<file path="config.mk">
export PLATFORM = sky130hd
export DESIGN_NAME = stall_skid_stage
export DESIGN_NICKNAME = d
export VERILOG_FILES = /design/src/rtl/stall_skid_stage.sv
export SDC_FILE = /design/constraint.sdc
export NUM_CORES = 1
export LEC_CHECK = 0
export BUFFER_PORTS_ARGS = -buffer_cell sky130_fd_sc_hd__buf_2
export CELL_PAD_IN_SITES_DETAIL_PLACEMENT = 1
export CELL_PAD_IN_SITES_GLOBAL_PLACEMENT = 1
export CORE_MARGIN = 5
export CORE_UTILIZATION = 35
export DETAILED_ROUTE_END_ITERATION = 6
export PLACE_DENSITY_LB_ADDON = 0.1
export RECOVER_POWER = 100
export REMOVE_ABC_BUFFERS = 1
export SYNTH_ARGS = -nofsm -noshare
export SYNTH_HDL_FRONTEND = slang
export SYNTH_SLANG_ARGS = --single-unit
</file>
<file path="constraint.sdc">
create_clock -name clk -period 1.55 [get_ports clk]
set_input_delay 0.31 -clock clk [delete_from_list [all_inputs] [get_ports clk]]
set_output_delay 0.31 -clock clk [all_outputs]
set_load 0.03 [all_outputs]
</file>
<file path="src/rtl/stall_skid_stage.sv">
module stall_skid_stage #(
  parameter int W = 8
) (
  input  logic         clk,
  input  logic         rst_n,
  input  logic         flush,
  input  logic         in_valid,
  input  logic [W-1:0] in_data,
  input  logic         stall_in,
  output logic         out_valid,
  output logic [W-1:0] out_data,
  output logic         stall_out
);

  logic         reg_v, ovf_v;
  logic [W-1:0] reg_d, ovf_d;
  logic         take, accept;
  logic         reg_v_nx, ovf_v_nx;
  logic [W-1:0] reg_d_nx, ovf_d_nx;

  assign take   = reg_v & ~stall_in;
  assign accept = in_valid & ~stall_out;

  always_comb begin
    reg_v_nx = reg_v;
    reg_d_nx = reg_d;
    ovf_v_nx = ovf_v;
    ovf_d_nx = ovf_d;
    if (ovf_v) begin
      if (take) begin
        reg_d_nx = ovf_d;
        ovf_v_nx = 1'b0;
      end
    end else if (!reg_v || take) begin
      reg_v_nx = accept;
      if (accept) reg_d_nx = in_data;
    end else if (accept) begin
      ovf_v_nx = 1'b1;
      ovf_d_nx = in_data;
    end
  end

  always_ff @(posedge clk) begin
    if (!rst_n || flush) begin
      reg_v     <= 1'b0;
      ovf_v     <= 1'b0;
      stall_out <= 1'b0;
    end else begin
      reg_v     <= reg_v_nx;
      ovf_v     <= ovf_v_nx;
      stall_out <= ovf_v_nx | (reg_v_nx & stall_in);
    end
  end

  always_ff @(posedge clk) begin
    reg_d <= reg_d_nx;
    ovf_d <= ovf_d_nx;
  end

  assign out_valid = reg_v;
  assign out_data  = reg_d;

endmodule

</file>
==> impl_metrics.toml <==
[worst_setup_path]
crit_slowest_cell = "or3b_1"
startpoint_type = "flip-flop"
cp_slowest_stage_delay_ps = 420
required_ps = 1550
cp-end-kind = "flip-flop"
path_cells = "or3b_1 -> nor2_1 -> clkbuf_2"
r2r_end = "ovf_d[3]"
worstRegToRegCells = 3
ff2ff_setup_slack_ps = 150
critPathCapture = "ovf_d[3]"
crit_family = "simple AND/OR/NAND/NOR gates"
crit_cells = 3
crit-reg2reg-launch = "ovf_v"
cp_max_fo = 5
critical_path.startpoint = "ovf_v"
worstSetupPathType = "flip-flop to flip-flop"
crit_buf_inv = 1
cp.arrival_ps = 1400

[clock_tree]
cts_sinks = 19
cts_buffers = 3
cts_buffer_depth = 2
clk_pin_slew_worst_paths_ps = 100
cts.repair.resized = 0
post-cts-setup-buffers = 0
hold_buffers = 0
cts_max_level = 1
clk_latency_ps = 290
clock-root-buffer = "clkbuf_4"
cts_tree = "built"

[synth]
netlist_area_sq_um = 728.2
synth_top_family_by_area = "multiplexers"
synthSimpleGateAreaFrac_pct = 6.873
synth.distinct_cells = 15
ys_ff_latch = 19
synthAdderAreaFrac_pct = 0
ys_seq_area_share_pct = 74.23
syn_inst = 43
synthXorXnorAreaFrac_pct = 0
synthMuxAreaShare_pct = 12.37
synth-compound-area-share_pct = 4.467
synth_warnings = 0
synth.avg_cell_area_sq_um = 16.93

[detailed_routing]
drtAntennaViolNets = 0
vias_per_cell = 4.616
wirelength_microns = 1286
drt_first_pass_iters = 3
wl_per_cell_microns = 12.99
post-route-drc-count = 0
vias = 457
first_iter_violations = 2

[pwr]
p_per_area_nw_per_um2 = 1032
power_w = 0.0009241
power.switching_w = 0.0002131
vdd_drop_max_mv = 0.4730
clockPowerShare_pct = 26.2
switching_share_pct = 23.06
power.leakage_nw = 0.3110
power_frac_seq_pct = 63.1
power_frac_comb_pct = 10.7
internal_power_w = 0.0007110

[global_route]
grt_max_degree = 13
grt_overflow_total = 0
grt_usage_pct = 9.007
antenna_found_initial = 0
grt_pass1_wl_microns = 2173
grt_pass1_vias = 483

[finish]
nNetsFinal = 86
diodes = 0
stdcell_count = 99
drive_above_1_share_pct = 31.94
syn_to_final_growth_pct = 23.02
finalInstanceArea_sq_um = 895.9

[floorplanning]
dieWidth_microns = 55.62
dieArea_sq_um = 3093
fp.dieH_microns = 55.62
num_io_pins = 23
core_sq_um = 1982
num_rows = 16
initial_core_util_pct = 36.74

[placed_design]
placed_cells = 95
dp_hpwl_microns = 991.9
globalplace.congestion = 0.7753
io_buffers = 22
placed_cell_area_sq_um = 894.6

[timing]
rsz0062_at_grt = "false"
finalMaxSlewViolations = 0
setup_viol_count_final = 0
min_period_ps = 1399
finalHoldViolCount = 0
fin_crit_sh_pct = 90.26
skew_ps = 2.923
worst_pin_slew_ps = 375.2
timing.fmax_mhz = 714.8
slew_headroom_pct = 75.09

[job]
maxCapViolCount = 0

[min_path]
hp-class = "input pin to flip-flop"
whs_path_depth = 1

[run_status]
status = "completed"
final cells by class:
class	instances	area [sq um]
Inverter	2	7.507
Tap cell	27	33.78
Clock buffer	4	26.28
Timing Repair Buffer	26	117.6
Fill cell	225	1086
Multi-Input combinational cell	21	170.2
Sequential cell	19	540.5
routing by layer:
| layer | part of all wire, % | up-vias | global-route usage (%) | wire length, microns |
|---|---|---|---|---|
| li1 | - | 223 | - | - |
| met1 | 44 | 221 | 10.63 | 565 |
| met5 | 0 | - | 0 | 0 |
| met2 | 50 | 13 | 14.36 | 638 |
| met4 | 0 | 0 | 4.167 | 0 |
| met3 | 6.4 | 0 | 3.480 | 82 |
placed cells by master (no fill, tap or decap):
cell type	netlist	final
edfxtp_1	16	16
a221oi_1	1	1
buf_4	1	2
o21ai_0	1	1
nand3b_1	2	2
clkbuf_2	0	1
dfxtp_1	3	3
nand2_1	2	2
clkbuf_4	0	3
inv_1	2	2
or3b_1	0	1
nor2_1	1	1
a21oi_1	1	1
mux2_2	8	8
buf_2	0	9
a21boi_1	1	1
clkbuf_1	0	15
a31oi_1	1	1
nand2b_1	2	2
per-stage QoR:
stage               setup slack [ps]  util (%)  hold WS, ps  TNS (ps)
finish                         151.0     45.20        205.8         0
global route                   58.32     45.20        170.6         0
CTS                            152.5     46.46        186.9         0
detailed placement             88.92     45.14        504.8         0
global placement               141.0     45.14        501.5         0
floorplan                     -135.7         -        408.9     -1407
power groups by stage:
stage | logic, W | clock network (W) | registers [W]
2_1_floorplan | 0.0000278 | 0 | 0.000630
3_3_place_gp | 0.000107 | 0 | 0.000595
3_5_place_dp | 0.000108 | 0 | 0.000595
4_1_cts | 0.000109 | 0.000264 | 0.000583
5_1_grt | 0.000108 | 0.000292 | 0.000586
6_report | 0.0000991 | 0.000242 | 0.000583
cells by family (layout without fill, tap and decap cells):
kind of cell | after synthesis | after routing
simple gates | 8 | 8
compound gates | 5 | 5
mux | 8 | 8
flops | 19 | 19
buf+inv | 3 | 32
registers in the layout, summed over array words and instances, names as in the netlist:
signal     cells
out_data       8
ovf_d          8
out_valid      1
ovf_v          1
stall_out      1
cell usage after synthesis, drive strengths merged:
cell     n  area share [%]
dfxtp    3             8.2
a31oi    1            0.86
mux2     8              12
a21oi    1            0.69
a21boi   1             1.0
nand2    2             1.0
buf      1             1.0
edfxtp  16              66
o21ai    1            0.69
a221oi   1             1.2
nand3b   2             2.1
inv      2             1.0
nand2b   2             1.7
or3b     1             1.5
nor2     1            0.51
how the worst min path moves through the flow:
stage	startpoint	to
2_1_floorplan	in_data[0]	ovf_d[0]
3_3_place_gp	in_data[0]	ovf_d[0]
3_5_place_dp	in_data[5]	ovf_d[5]
4_1_cts	in_data[4]	ovf_d[4]
5_1_grt	in_data[4]	ovf_d[4]
6_report	in_data[4]	ovf_d[4]
(Power assumes the default switching activity.)
